## src/rtl/spi_frame_pkg.sv

```systemverilog
package spi_frame_pkg;
    typedef enum logic [1:0] {
        MODE_IDLE   = 2'd0,
        MODE_MASTER = 2'd1,
        MODE_SLAVE  = 2'd2
    } spi_mode_e;
endpackage

```

## src/rtl/spi_sync2.sv

```systemverilog
module spi_sync2 #(
    parameter int W = 4,
    parameter logic [W-1:0] RST_VAL = '0
) (
    input  logic         clk,
    input  logic         rst_n,
    input  logic [W-1:0] d,
    output logic [W-1:0] q
);
    typedef struct packed {
        logic [W-1:0] s1;
        logic [W-1:0] s2;
    } sync_t;

    sync_t sync_d, sync_q;

    always_comb begin
        sync_d    = sync_q;
        sync_d.s1 = d;
        sync_d.s2 = sync_q.s1;
    end

    always_ff @(posedge clk or negedge rst_n) begin
        if (!rst_n) sync_q <= '{s1: RST_VAL, s2: RST_VAL};
        else        sync_q <= sync_d;
    end

    assign q = sync_q.s2;
endmodule

```

## src/rtl/spi_byte_fifo.sv

```systemverilog
module spi_byte_fifo #(
    parameter int W     = 8,
    parameter int DEPTH = 12,
    localparam int PTR_W = (DEPTH > 1) ? $clog2(DEPTH) : 1,
    localparam int LVL_W = $clog2(DEPTH + 1)
) (
    input  logic             clk,
    input  logic             rst_n,
    input  logic             push,
    input  logic [W-1:0]     push_data,
    input  logic             pop,
    output logic [W-1:0]     pop_data,
    output logic [LVL_W-1:0] level,
    output logic             full,
    output logic             empty
);
    typedef struct packed {
        logic [DEPTH-1:0][W-1:0] mem;
        logic [PTR_W-1:0]        wp;
        logic [PTR_W-1:0]        rp;
        logic [LVL_W-1:0]        cnt;
    } fifo_t;

    fifo_t fifo_d, fifo_q;
    logic  do_push, do_pop;

    function automatic logic [PTR_W-1:0] ptr_inc(input logic [PTR_W-1:0] p);
        return (p == PTR_W'(DEPTH - 1)) ? '0 : p + PTR_W'(1);
    endfunction

    assign full     = (fifo_q.cnt == LVL_W'(DEPTH));
    assign empty    = (fifo_q.cnt == '0);
    assign level    = fifo_q.cnt;
    assign pop_data = fifo_q.mem[fifo_q.rp];

    always_comb begin
        fifo_d  = fifo_q;
        do_push = push && !full;
        do_pop  = pop && !empty;
        if (do_push) begin
            fifo_d.mem[fifo_q.wp] = push_data;
            fifo_d.wp             = ptr_inc(fifo_q.wp);
        end
        if (do_pop) fifo_d.rp = ptr_inc(fifo_q.rp);
        case ({do_push, do_pop})
            2'b10:   fifo_d.cnt = fifo_q.cnt + LVL_W'(1);
            2'b01:   fifo_d.cnt = fifo_q.cnt - LVL_W'(1);
            default: fifo_d.cnt = fifo_q.cnt;
        endcase
    end

    always_ff @(posedge clk or negedge rst_n) begin
        if (!rst_n) fifo_q <= '0;
        else        fifo_q <= fifo_d;
    end

    // occupancy never passes the depth
    p_level_bound_r2: assert property (@(posedge clk) disable iff (!rst_n)
        level <= LVL_W'(DEPTH));

    // a write into a full queue leaves the level unchanged
    p_full_write_dropped_r2: assert property (@(posedge clk) disable iff (!rst_n)
        (full && push && !pop) |=> $stable(level));
endmodule

```

## src/rtl/spi_frame_engine.sv

```systemverilog
module spi_frame_engine
    import spi_frame_pkg::*;
#(
    parameter int DATA_W = 8,
    parameter int DEPTH  = 12,
    parameter int DIV_W  = 8,
    localparam int BIT_W = $clog2(DATA_W + 1),
    localparam int CNT_W = $clog2(DEPTH + 1)
) (
    input  logic              clk,
    input  logic              rst_n,
    input  logic              enable,
    input  logic              master,
    input  logic              loop,
    input  logic [DIV_W-1:0]  div,
    input  logic              start,
    input  logic              ovf_clr,
    input  logic              sck_s,
    input  logic              ss_n_s,
    input  logic              mosi_s,
    input  logic              miso_s,
    input  logic              tx_empty,
    input  logic [DATA_W-1:0] tx_data,
    output logic              tx_pop,
    input  logic              rx_full,
    output logic              rx_push,
    output logic [DATA_W-1:0] rx_data,
    output logic              sck_o,
    output logic              ss_n_o,
    output logic              mosi_o,
    output logic              miso_o,
    output logic              frame_active,
    output logic              overflow
);
    typedef struct packed {
        spi_mode_e         mode;
        logic [DATA_W-1:0] sh;
        logic              smp;
        logic [BIT_W-1:0]  bitc;
        logic [CNT_W-1:0]  bytec;
        logic [DIV_W-1:0]  divc;
        logic              sck;
        logic              ssn;
        logic              ovf;
        logic              sck_prev;
        logic              ss_prev;
    } eng_t;

    localparam eng_t ENG_RST = '{mode: MODE_IDLE, sh: '0, smp: 1'b0, bitc: '0,
                                 bytec: '0, divc: '0, sck: 1'b0, ssn: 1'b1,
                                 ovf: 1'b0, sck_prev: 1'b0, ss_prev: 1'b1};

    eng_t eng_d, eng_q;
    logic rx_in;
    logic [DATA_W-1:0] rx_word;

    always_comb begin
        eng_d   = eng_q;
        tx_pop  = 1'b0;
        rx_push = 1'b0;
        rx_in   = loop ? eng_q.sh[DATA_W-1]
                       : ((eng_q.mode == MODE_MASTER) ? miso_s : mosi_s);
        rx_word = {eng_q.sh[DATA_W-2:0], rx_in};
        eng_d.sck_prev = sck_s;
        eng_d.ss_prev  = ss_n_s;
        if (ovf_clr) eng_d.ovf = 1'b0;

        unique case (eng_q.mode)
            MODE_IDLE: begin
                eng_d.sck = 1'b0;
                eng_d.ssn = 1'b1;
                if (enable && master && start && !tx_empty) begin
                    eng_d.mode  = MODE_MASTER;
                    eng_d.ssn   = 1'b0;
                    eng_d.sh    = tx_data;
                    tx_pop      = 1'b1;
                    eng_d.bitc  = '0;
                    eng_d.bytec = '0;
                    eng_d.divc  = '0;
                end else if (enable && !master && eng_q.ss_prev && !ss_n_s) begin
                    eng_d.mode = MODE_SLAVE;
                    eng_d.sh   = tx_empty ? '0 : tx_data;
                    tx_pop     = !tx_empty;
                    eng_d.bitc = '0;
                end
            end
            MODE_MASTER: begin
                if (!enable || !master) begin
                    eng_d.mode = MODE_IDLE;
                    eng_d.ssn  = 1'b1;
                    eng_d.sck  = 1'b0;
                end else if (eng_q.divc == div) begin
                    eng_d.divc = '0;
                    eng_d.sck  = !eng_q.sck;
                    if (!eng_q.sck) begin
                        eng_d.smp  = rx_in;
                        eng_d.bitc = eng_q.bitc + BIT_W'(1);
                        if (eng_q.bitc == BIT_W'(DATA_W - 1)) begin
                            rx_push     = 1'b1;
                            eng_d.bytec = eng_q.bytec + CNT_W'(1);
                        end
                    end else if (eng_q.bitc == BIT_W'(DATA_W)) begin
                        if (!tx_empty && eng_q.bytec < CNT_W'(DEPTH)) begin
                            eng_d.sh   = tx_data;
                            tx_pop     = 1'b1;
                            eng_d.bitc = '0;
                        end else begin
                            eng_d.mode = MODE_IDLE;
                            eng_d.ssn  = 1'b1;
                        end
                    end else begin
                        eng_d.sh = {eng_q.sh[DATA_W-2:0], eng_q.smp};
                    end
                end else begin
                    eng_d.divc = eng_q.divc + DIV_W'(1);
                end
            end
            MODE_SLAVE: begin
                if (!enable || master || ss_n_s) begin
                    eng_d.mode = MODE_IDLE;
                end else if (!eng_q.sck_prev && sck_s) begin
                    eng_d.smp  = rx_in;
                    eng_d.bitc = eng_q.bitc + BIT_W'(1);
                    if (eng_q.bitc == BIT_W'(DATA_W - 1)) rx_push = 1'b1;
                end else if (eng_q.sck_prev && !sck_s) begin
                    if (eng_q.bitc == BIT_W'(DATA_W)) begin
                        eng_d.sh   = tx_empty ? '0 : tx_data;
                        tx_pop     = !tx_empty;
                        eng_d.bitc = '0;
                    end else begin
                        eng_d.sh = {eng_q.sh[DATA_W-2:0], eng_q.smp};
                    end
                end
            end
            default: eng_d.mode = MODE_IDLE;
        endcase

        if (rx_push && rx_full) eng_d.ovf = 1'b1;
    end

    always_ff @(posedge clk or negedge rst_n) begin
        if (!rst_n) eng_q <= ENG_RST;
        else        eng_q <= eng_d;
    end

    assign rx_data      = rx_word;
    assign sck_o        = eng_q.sck;
    assign ss_n_o       = eng_q.ssn;
    assign mosi_o       = (eng_q.mode == MODE_MASTER) ? eng_q.sh[DATA_W-1] : 1'b0;
    assign miso_o       = (eng_q.mode == MODE_SLAVE)  ? eng_q.sh[DATA_W-1] : 1'b0;
    assign frame_active = (eng_q.mode != MODE_IDLE);
    assign overflow     = eng_q.ovf;

    // no clock activity while deselected
    p_sck_low_deselected_r8: assert property (@(posedge clk) disable iff (!rst_n)
        ss_n_o |-> !sck_o);

    // the transmit queue is only popped when it holds data
    p_pop_has_data_r2: assert property (@(posedge clk) disable iff (!rst_n)
        tx_pop |-> !tx_empty);

    // overflow holds until cleared
    p_ovf_sticky_r12: assert property (@(posedge clk) disable iff (!rst_n)
        (overflow && !ovf_clr) |=> overflow);

    // no further byte is fetched once a master frame carries its limit
    p_frame_cap_r6: assert property (@(posedge clk) disable iff (!rst_n)
        (eng_q.mode == MODE_MASTER && eng_q.bytec == CNT_W'(DEPTH)) |-> !tx_pop);

    // the clock level is held until the divider expires
    p_sck_hold_r7: assert property (@(posedge clk) disable iff (!rst_n)
        (eng_q.mode == MODE_MASTER && enable && master && eng_q.divc != div)
        |=> $stable(sck_o));
endmodule

```

## src/rtl/spi_frame_ctrl.sv

```systemverilog
module spi_frame_ctrl #(
    parameter int DATA_W = 8,
    parameter int DEPTH  = 12,
    parameter int DIV_W  = 8,
    localparam int LVL_W = $clog2(DEPTH + 1)
) (
    input  logic              clk,
    input  logic              rst_n,
    input  logic              ctrl_enable,
    input  logic              ctrl_master,
    input  logic              ctrl_loop,
    input  logic [DIV_W-1:0]  ctrl_div,
    input  logic              ctrl_start,
    input  logic              ovf_clr,
    input  logic              tx_wr_en,
    input  logic [DATA_W-1:0] tx_wr_data,
    output logic              tx_full,
    input  logic              rx_rd_en,
    output logic [DATA_W-1:0] rx_rd_data,
    output logic              rx_empty,
    output logic [LVL_W-1:0]  tx_level,
    output logic [LVL_W-1:0]  rx_level,
    output logic              frame_active,
    output logic              rx_overflow,
    input  logic              sck_i,
    input  logic              ss_n_i,
    input  logic              mosi_i,
    input  logic              miso_i,
    output logic              sck_o,
    output logic              ss_n_o,
    output logic              mosi_o,
    output logic              miso_o
);
    logic [3:0]        pins_s;
    logic              tx_empty, tx_pop, rx_full, rx_push;
    logic [DATA_W-1:0] tx_data, rx_data;

    spi_sync2 #(.W(4), .RST_VAL(4'b1000)) u_sync (
        .clk   (clk),
        .rst_n (rst_n),
        .d     ({ss_n_i, sck_i, mosi_i, miso_i}),
        .q     (pins_s)
    );

    spi_byte_fifo #(.W(DATA_W), .DEPTH(DEPTH)) u_txq (
        .clk       (clk),
        .rst_n     (rst_n),
        .push      (tx_wr_en),
        .push_data (tx_wr_data),
        .pop       (tx_pop),
        .pop_data  (tx_data),
        .level     (tx_level),
        .full      (tx_full),
        .empty     (tx_empty)
    );

    spi_byte_fifo #(.W(DATA_W), .DEPTH(DEPTH)) u_rxq (
        .clk       (clk),
        .rst_n     (rst_n),
        .push      (rx_push),
        .push_data (rx_data),
        .pop       (rx_rd_en),
        .pop_data  (rx_rd_data),
        .level     (rx_level),
        .full      (rx_full),
        .empty     (rx_empty)
    );

    spi_frame_engine #(.DATA_W(DATA_W), .DEPTH(DEPTH), .DIV_W(DIV_W)) u_eng (
        .clk          (clk),
        .rst_n        (rst_n),
        .enable       (ctrl_enable),
        .master       (ctrl_master),
        .loop         (ctrl_loop),
        .div          (ctrl_div),
        .start        (ctrl_start),
        .ovf_clr      (ovf_clr),
        .sck_s        (pins_s[2]),
        .ss_n_s       (pins_s[3]),
        .mosi_s       (pins_s[1]),
        .miso_s       (pins_s[0]),
        .tx_empty     (tx_empty),
        .tx_data      (tx_data),
        .tx_pop       (tx_pop),
        .rx_full      (rx_full),
        .rx_push      (rx_push),
        .rx_data      (rx_data),
        .sck_o        (sck_o),
        .ss_n_o       (ss_n_o),
        .mosi_o       (mosi_o),
        .miso_o       (miso_o),
        .frame_active (frame_active),
        .overflow     (rx_overflow)
    );
endmodule

```

## config.mk

```make
export PLATFORM = sky130hd
export DESIGN_NAME = spi_frame_ctrl
export DESIGN_NICKNAME = d
export VERILOG_FILES = /design/src/rtl/spi_frame_pkg.sv /design/src/rtl/spi_sync2.sv /design/src/rtl/spi_byte_fifo.sv /design/src/rtl/spi_frame_engine.sv /design/src/rtl/spi_frame_ctrl.sv
export SDC_FILE = /design/constraint.sdc
export NUM_CORES = 1
export LEC_CHECK = 0
export ABC_AREA = 1
export BUFFER_PORTS_ARGS = -buffer_cell sky130_fd_sc_hd__buf_2
export CORE_ASPECT_RATIO = 0.75
export CORE_UTILIZATION = 40
export DETAILED_ROUTE_END_ITERATION = 10
export PLACE_DENSITY = 0.57
export SYNTH_ARGS = -nofsm -noshare
export SYNTH_HDL_FRONTEND = slang
export SYNTH_SLANG_ARGS = --single-unit
```

## constraint.sdc

```tcl
create_clock -name clk -period 3 [get_ports clk]
set_clock_uncertainty 0.05 [all_clocks]
set_input_delay 0.15 -clock clk [delete_from_list [all_inputs] [get_ports clk]]
set_output_delay 0.15 -clock clk [all_outputs]
set_load 0.01 [all_outputs]
```

==> results of run 1 <==
==> per-layer routing <==
metal  up-vias  GRT usage  wire length, um
li1       5217          -                -
met1      4918      0.310            17000
met2       176      0.284            12600
met3        32     0.0292             1300
met4         0     0.0322              452
met5         -          0                0
==> sequential cells by signal (all words and copies together) (netlist names) <==
name and count:
u_eng.eng_q 22, u_eng.overflow 1, u_eng.rx_data 7, u_eng.sck_o 1, u_eng.ss_n_o 1, u_rxq.fifo_q 104
u_rxq.level 4, u_sync.q 4, u_sync.sync_d 4, u_txq.fifo_q 104, u_txq.level 4
==> stage by stage <==
step / cell area (um2) / std cells / worst slack (ns)
global placement: 13500 / 1969 / -0.0384
floorplan: 12900 / 1557 / 0.0553
finish: 14600 / 2034 / 0.226
global route: 14600 / 2034 / -0.0264
detailed placement: 13500 / 1969 / -0.124
CTS: 14600 / 2031 / 0.0260
==> final cells by class <==
class / count / area (um2)
Inverter: 101 / 379
Clock inverter: 6 / 55.1
Clock buffer: 43 / 826
Sequential cell: 256 / 6410
Multi-Input combinational cell: 1108 / 5680
Timing Repair Buffer: 114 / 781
Tap cell: 406 / 508
Fill cell: 3190 / 16900
==> final timing paths <==
kind | from | endpoint | slack, ns | cells after the start
setup / recovery | u_txq.level[1] | u_txq.level[3] | 0.23 | 17
hold / removal | tx_wr_data[3] | u_txq.fifo_q[71] | 0.02 | 3
setup reg to reg | u_txq.level[1] | u_txq.level[3] | 0.23 | 17
hold reg to reg | u_sync.sync_d[1] | u_sync.q[1] | 0.30 | 0
max in group asynchronous | rst_n | u_rxq.fifo_q[31] | 1.81 | 3
min in group asynchronous | rst_n | u_txq.fifo_q[8] | 0.09 | 2
==> power by group <==
group / switching [mW] / total, mW / internal, mW
Sequential: 0.536 / 4.81 / 4.27
Clock: 1.37 / 3.33 / 1.96
Combinational: 3.44 / 5.29 / 1.86
==> kinds of logic after synthesis <==
logic type | count (synthesis)
AOI/OAI and AO/OA | 384
xor gates and xnor gates | 19
adders and majority gates | 26
buffers and inverters | 193
DFF | 256
muxes | 4
and+or+nand+nor | 675
==> tightest hold or removal path: cells and delay by family <==
| family | cells | cell delay, ns |
|---|---|---|
| AO/OA/AOI/OAI | 1 | 0.18 |
| buffers and inverters | 2 | 0.22 |
==> what timing repair did <==
action,in CTS,in global routing
endpoints found under the setup margin,1,2
hold buffers,13,0
gates resized for setup,3,12
hold endpoints to repair,84,0
cloned,0,0
setup buffers,0,3
pin swaps,0,3
==> cell usage after synthesis (13+ instances only) <==
library cell  number  area [um2]
a21oi_1           18        90.1
buf_2             24         120
clkbuf_1          46         173
dfrtp_1          252        6310
ha_1              24         300
inv_1             98         368
nand2_1          391        1470
nand3_1           46         230
nor2_1           194         728
o211ai_1          13        97.6
o21ai_0          236        1180
o21ai_1           61         305
o21ai_2           31         272
==> results.json, run 1 <==
{
  "crit_required_ns": 3.37,
  "cts-root-buf": "clkbuf_16",
  "routed_wl_mm": 31.4,
  "area_growth_pct": 13.4,
  "syn_area_um2": 12900,
  "drv_cap": 0,
  "grt_pass1_wl_mm": 52.3,
  "power_density_nw_per_um2": 917,
  "io_pins": 53,
  "yosysWarnings": 0,
  "drc": 0,
  "die_height_um": 158,
  "final_util": 0.464,
  "fp.dieW_um": 209,
  "crit_buf_inv": 1,
  "path_clk_slew_ns": 0.06,
  "synth_fp_nets": 1612,
  "cts_buffers": 27,
  "cts_max_level": 1,
  "post-route-period-util": 0.925,
  "crit_family": "simple AND/OR/NAND/NOR gates",
  "clk_path_buf_depth": 3,
  "hold_viol": 0,
  "gr-total-overflow": 0,
  "crit_slowest_cell": "dfrtp_1",
  "crit_path_end_kind": "flip-flop",
  "synthMuxAreaShare": 0.00320,
  "critPathArrivalTime_ns": 3.14,
  "ys_seq_area_frac": 0.497,
  "synth_seq_cells": 256,
  "p_leak_nw": 6.79,
  "drv_slew": 0,
  "cts_tree": "built",
  "ys_async_sr_fraction": 1.00,
  "core.rowCount": 56,
  "postRouteAntennaNets": 0,
  "crit_path_frequent_cell": "nor2_1",
  "synth_cell_types": 44,
  "avgSynthCellArea_um2": 8.29,
  "via_per_inst": 5.09,
  "synth-compound-area-share": 0.167,
  "max-vdd-ir-drop_mv": 0.452,
  "layout_min_cycle_time_ns": 2.77,
  "worstHoldPathType": "input port to flip-flop",
  "syn_inst": 1557,
  "crit_path_start_kind": "flip-flop",
  "insertion_delay_ns": 0.54,
  "grtUsageTotal": 0.196,
  "max_freq_mhz": 361,
  "max_stage_delay_ns": 0.40,
  "whs_ns": 0.0158,
  "synth_adder_area_share": 0.0264,
  "nets": 1663,
  "die-area_um2": 33000,
  "grt_max_degree": 76,
  "synth_simple_gate_area_frac": 0.225,
  "place_congestion": 0.880,
  "cp_max_fo": 6,
  "start_util": 0.409,
  "synth-main-ff-cell": "dfrtp_1",
  "synth_edf_count": 0,
  "drive_gt1_frac": 0.135,
  "layout_commonest_cell": "nand2_1",
  "io_buffers": 52,
  "vias": 10300,
  "status": "finished clean",
  "synth_top_family_by_area": "simple AND/OR/NAND/NOR gates",
  "antenna_cells": 0,
  "relSlewSlack": 0.482,
  "wl_per_cell_um": 15.4,
  "first_global_vias": 9721,
  "synth_xor_area_frac": 0.0129,
  "final.setup.tns_ns": 0,
  "crit_chain": "nor2_4, nand3_4, nand3_1, nor2_1, nor3_2, o21ai_2, nand2_2, inv_1, ha_1, ha_1, nand2_1, nor2_1, a211oi_2, nor2_1, nor2_1, nand2_1, xor2_1",
  "mostFrequentLayoutCells": "nand2_1 (389), dfrtp_1 (252), o21ai_0 (235)",
  "tightest_slew_ns": 0.774,
  "worstSetupPathType": "flip-flop to flip-flop",
  "place.detailed.hpwl_mm": 21.3,
  "setup_viol": 0,
  "p_total_mw": 13.4,
  "core_area_um2": 31500,
  "clock-sinks": 256,
  "drtIter0Drc": 726,
  "dr.pass1.iters": 6,
  "antenna_found_initial": 0
}
Note: power is estimated with default switching activity, not from simulation.
==> run 2: changes to the inputs <==
GPL_TIMING_DRIVEN = 0   (was unset)
==> run 2 against run 1 <==
Sequential power about the same; non-clock buffer count rose by 59; routed wire length grew 15%; power grew 5.0%; cell count rose by 3.0%; setup slack got worse by 0.12 ns; combinational power grew 7.4%; utilization rose by 1.6 points; flip-flop and latch count did not move; via count grew 6.5%; first-iteration DRC count is 9.8% higher; count of clock-buffer cells in the layout rose by 2; critical path type is now flip-flop to output pin.
==> results.json, run 2 (synthesis gave the netlist of run 1 again) <==
{
  "clkPwrFrac": 0.256,
  "critPathArrivalTime_ns": 2.69,
  "cp_max_fo": 10,
  "antenna_found_initial": 0,
  "mostFrequentLayoutCells": "nand2_1 (389), dfrtp_1 (250), o21ai_0 (235)",
  "clk_path_buf_depth": 3,
  "layout_commonest_cell": "nand2_1",
  "worstHoldPathType": "input port to flip-flop",
  "crit_path_end_kind": "output pin",
  "grt_max_degree": 119,
  "drc": 0,
  "crit_buf_inv": 2,
  "hold_viol": 0,
  "nets": 1723,
  "start_util": 0.409,
  "p_sw_frac": 0.405,
  "crit_path_start_kind": "flip-flop",
  "crit_slowest_cell": "o32ai_1",
  "power_frac_seq": 0.342,
  "drive_gt1_frac": 0.146,
  "worstSetupPathType": "flip-flop to output pin",
  "die_height_um": 158,
  "final_util": 0.480,
  "area_growth_pct": 17.3,
  "max_freq_mhz": 346,
  "fillCellCount": 3112,
  "power.switching_mw": 5.71,
  "insertion_delay_ns": 0.56,
  "grtUsageTotal": 0.226,
  "status": "finished clean",
  "place.detailed.hpwl_mm": 25.7,
  "grt_pass1_wl_mm": 58.3,
  "setup_viol": 0,
  "vias": 11000,
  "seq_area_um2": 6410,
  "multi_input_area_um2": 5780,
  "via_per_inst": 5.26,
  "gr-total-overflow": 0,
  "core.rowCount": 56,
  "crit_chain": "clkbuf_1, nor2_1, o32ai_1, o211ai_1, nand2_1, buf_2",
  "wl_per_cell_um": 17.3,
  "core_area_um2": 31500,
  "routed_wl_mm": 36.2,
  "antenna_cells": 0,
  "crit_family": "compound AO/OA/AOI/OAI gates",
  "max-vdd-ir-drop_mv": 0.410,
  "cts_buffers": 28,
  "layout_min_cycle_time_ns": 2.89,
  "power_frac_comb": 0.403,
  "relSlewSlack": 0.410,
  "clock-sinks": 256,
  "drv_cap": 0,
  "fp.dieW_um": 209,
  "tightest_slew_ns": 0.884,
  "cts_max_level": 1,
  "place_congestion": 0.860,
  "postRouteAntennaNets": 0,
  "die-area_um2": 33000,
  "power_density_nw_per_um2": 931,
  "final.setup.tns_ns": 0,
  "grt_setup_unrepaired": "yes",
  "cts-root-buf": "clkbuf_16",
  "max_stage_delay_ns": 0.57,
  "first_global_vias": 10500,
  "cts_tree": "built",
  "reg_top3": "u_rxq.fifo_q (104), u_txq.fifo_q (104), u_eng.eng_q (22)",
  "io_buffers": 52,
  "path_clk_slew_ns": 0.06,
  "post-route-period-util": 0.964,
  "p_leak_nw": 6.94,
  "drtIter0Drc": 797,
  "drv_slew": 0,
  "crit_required_ns": 2.80,
  "p_int_mw": 8.39,
  "io_pins": 53,
  "dr.pass1.iters": 5
}
run 2: cell count changes in the layout (fill, tap and decap cells not counted), sizes merged:
| cell | change |
|---|---|
| clkbuf | +48 |
| dlygate4sd3 | +3 |
| clkinv | -2 |
| buf | +10 |
| bufinv | +2 |
run 2: power by group through the flow:
stage	Clock [mW]	Combinational [mW]	Sequential, mW
2_1_floorplan	0	3.78	4.70
3_3_place_gp	0	5.39	4.83
3_5_place_dp	0	5.45	4.85
4_1_cts	3.67	5.54	4.80
5_1_grt	3.81	6.45	4.93
6_report	3.60	5.68	4.82
run 2: cell type report:
class | instances | area share
plain buffers | 91 | 0.0342
clock buffers | 45 | 0.0565
clock inverters | 6 | 0.00694
inverters | 101 | 0.0254
multi-input cells | 1108 | 0.382
flip-flops and latches | 256 | 0.424
well taps | 406 | 0.0336
repair buffers | 82 | 0.0380
run 2: stage by stage:
stage	power [mW]	cell area [um2]	hold slack [ns]	cells	worst slack (ns)
after global placement	10.2	13700	0.207	2015	-3.24
after global routing	15.2	15100	0.0303	2095	-0.0588
after CTS	14.0	15000	0.00961	2088	0.000667
final	14.1	15100	0.00176	2095	0.109
after floorplan	8.48	12900	-0.196	1557	0.0553
after detailed placement	10.3	13700	0.0564	2017	-0.512
run 2: timing repair:
action,in CTS,in global routing
buffers inserted,4,8
hold buffers,16,0
pin swaps,3,8
hold endpoints to repair,172,0
setup endpoints to repair,9,8
resized for setup,18,27
run 2: worst register-to-register path, stage by stage, from the launching register on:
cell and delay (ns):
dfrtp_1 0.39, inv_2 0.08, ha_4 0.27, inv_2 0.06
nor3_4 0.32, clkbuf_16 0.21, nand2_2 0.07, inv_2 0.07
nand2_4 0.07, ha_4 0.18, ha_1 0.27, nand2_1 0.06
nor2_1 0.04, a211oi_2 0.23, nor2_1 0.07, nor2_1 0.09
nand2_1 0.07, xnor2_1 0.12
run 2: worst paths after layout:
| path | from | cells after the start | endpoint | slack, ns |
|---|---|---|---|---|
| max | u_rxq.fifo_q[4] | 6 | rx_rd_data[5] | 0.11 |
| min | ctrl_div[3] | 6 | u_eng.sck_o | 0.002 |
| max reg2reg | u_eng.eng_q[31] | 17 | u_rxq.level[3] | 0.15 |
| min reg2reg | u_sync.sync_d[2] | 0 | u_sync.q[2] | 0.30 |
| max in group asynchronous | rst_n | 3 | u_eng.eng_q[1] | 1.88 |
| min in group asynchronous | rst_n | 2 | u_txq.fifo_q[95] | 0.08 |
run 2: routing by layer:
metal | vias up | share of wire | GRT usage
li1 | 5352 | - | -
met2 | 286 | 0.40 | 0.317
met5 | - | 0 | 0
met1 | 5333 | 0.52 | 0.358
met3 | 46 | 0.063 | 0.0373
met4 | 0 | 0.018 | 0.0487
==> run 3: changes to the inputs <==
CORE_ASPECT_RATIO = unset   (was 0.75)
GPL_TIMING_DRIVEN = unset   (was 0)
==> run 3 against run 2 <==
Count of clock-buffer cells in the layout is 2 lower; routed wire length fell by 13%; global-route usage shrank 2.8 points; largest cell class unchanged; largest power group unchanged; highest routed layer unchanged.
==> results.json, run 3 (synthesis gave the netlist of run 1 again) <==
{
  "setup_viol": 0,
  "max-vdd-ir-drop_mv": 0.507,
  "area_growth_pct": 14.1,
  "cts-root-buf": "clkbuf_16",
  "postRouteAntennaNets": 0,
  "worstHoldPathType": "input port to flip-flop",
  "power.switching_mw": 5.51,
  "crit_required_ns": 3.39,
  "fp.dieW_um": 182,
  "via_per_inst": 5.07,
  "power_density_nw_per_um2": 943,
  "wl_per_cell_um": 15.6,
  "clkPwrFrac": 0.270,
  "critPathArrivalTime_ns": 3.16,
  "crit_buf_inv": 3,
  "post-route-period-util": 0.922,
  "drtIter0Drc": 755,
  "vias": 10300,
  "dp.cells": 1959,
  "status": "finished clean",
  "die_height_um": 182,
  "clock-sinks": 256,
  "crit_chain": "inv_1, ha_1, inv_1, nor2_4, nand4_4, nand2_4, nand2_2, inv_2, nand2_2, ha_1, ha_1, nand2_1, nor2_1, a211oi_2, nor2_1, nor2_1, nand2_1, xnor2_1",
  "p_sw_frac": 0.396,
  "max_freq_mhz": 362,
  "first_global_vias": 9933,
  "place_congestion": 0.822,
  "mostFrequentLayoutCells": "nand2_1 (390), dfrtp_1 (252), o21ai_0 (235)",
  "drive_gt1_frac": 0.134,
  "postPlaceCellArea_um2": 13500,
  "grt_pass1_wl_mm": 53.1,
  "final_util": 0.466,
  "routed_wl_mm": 31.6,
  "crit_path_start_kind": "flip-flop",
  "reg_top3": "u_rxq.fifo_q (104), u_txq.fifo_q (104), u_eng.eng_q (22)",
  "io_buffers": 52,
  "grtUsageTotal": 0.198,
  "drv_slew": 0,
  "nets": 1657,
  "path_clk_slew_ns": 0.06,
  "antenna_found_initial": 0,
  "crit_family": "simple AND/OR/NAND/NOR gates",
  "clk_path_buf_depth": 3,
  "cp_max_fo": 5,
  "hold_viol": 0,
  "core_area_um2": 31600,
  "tightest_slew_ns": 0.763,
  "io_pins": 53,
  "layout_min_cycle_time_ns": 2.76,
  "start_util": 0.408,
  "cts_buffers": 31,
  "power_frac_comb": 0.383,
  "insertion_delay_ns": 0.56,
  "grt_max_degree": 90,
  "worstSetupPathType": "flip-flop to flip-flop",
  "core.rowCount": 65,
  "fin_cells": 2028,
  "antenna_cells": 0,
  "max_stage_delay_ns": 0.40,
  "relSlewSlack": 0.489,
  "crit_path_end_kind": "flip-flop",
  "drv_cap": 0,
  "drc": 0,
  "p_int_mw": 8.38,
  "crit_slowest_cell": "dfrtp_1",
  "cts_tree": "built",
  "gr-total-overflow": 0,
  "place.detailed.hpwl_mm": 20.6,
  "final.setup.tns_ns": 0,
  "fin_area_um2": 14700,
  "die-area_um2": 33000,
  "dr.pass1.iters": 5,
  "cts_max_level": 1,
  "layout_commonest_cell": "nand2_1",
  "power_frac_seq": 0.347,
  "p_leak_nw": 6.83
}
## run 3: repair_timing
| item | in CTS | in global routing |
|---|---|---|
| setup endpoints to repair | 0 | 2 |
| hold buffers | 9 | 0 |
| gates resized for setup | 0 | 14 |
| endpoints found under the hold margin | 94 | 0 |
| buffers inserted | 0 | 3 |
## run 3: layer usage
layer	vias to the layer above	part of all wire	GRT usage
met3	47	0.044	0.0295
met1	4842	0.49	0.282
met2	178	0.44	0.315
met4	0	0.021	0.0505
li1	5213	-	-
met5	-	0	0
## run 3: path summary, 6_finish.rpt
check / from / end / slack (ns) / depth (start not counted)
worst max-delay path: u_eng.eng_q[31] / u_rxq.level[3] / 0.24 / 18
worst min-delay path: ctrl_div[7] / u_eng.sck_o / 0.005 / 6
worst max register to register: u_eng.eng_q[31] / u_rxq.level[3] / 0.24 / 18
worst min register to register: u_sync.sync_d[0] / u_sync.q[0] / 0.30 / 0
max in group asynchronous: rst_n / u_eng.ss_n_o / 1.75 / 3
min in group asynchronous: rst_n / u_rxq.level[3] / 0.14 / 2
## run 3: worst min-delay path, delay by kind of cell
family	cells	cell delay, ns
buffers and inverters	1	0.08
XOR/XNOR	1	0.06
AND/OR/NAND/NOR	4	0.27
## run 3: stage by stage
stage	setup slack [ns]	hold WS [ns]	total power, mW
global route	-0.0405	0.0329	15.0
detailed placement	0.0174	0.189	10.1
finish	0.235	0.00535	13.9
CTS	0.00855	0.000168	14.0
global placement	0.0451	0.180	10.1
floorplan	0.0553	-0.196	8.48
## run 3: power groups by stage
stage,combinational (mW),sequential [mW],clock [mW]
finish,5.32,4.82,3.75
floorplan,3.78,4.70,0
global placement,5.23,4.84,0
CTS,5.31,4.80,3.86
global route,6.08,4.93,4.00
detailed placement,5.28,4.85,0
## run 3: final cells by class
type	count	area (um2)
inverters	101	379
flip-flops and latches	256	6410
fillers	3084	16900
clock buffers	43	861
repair buffers	104	746
clock inverters	14	158
multi-input cells	1108	5670
well taps	402	503
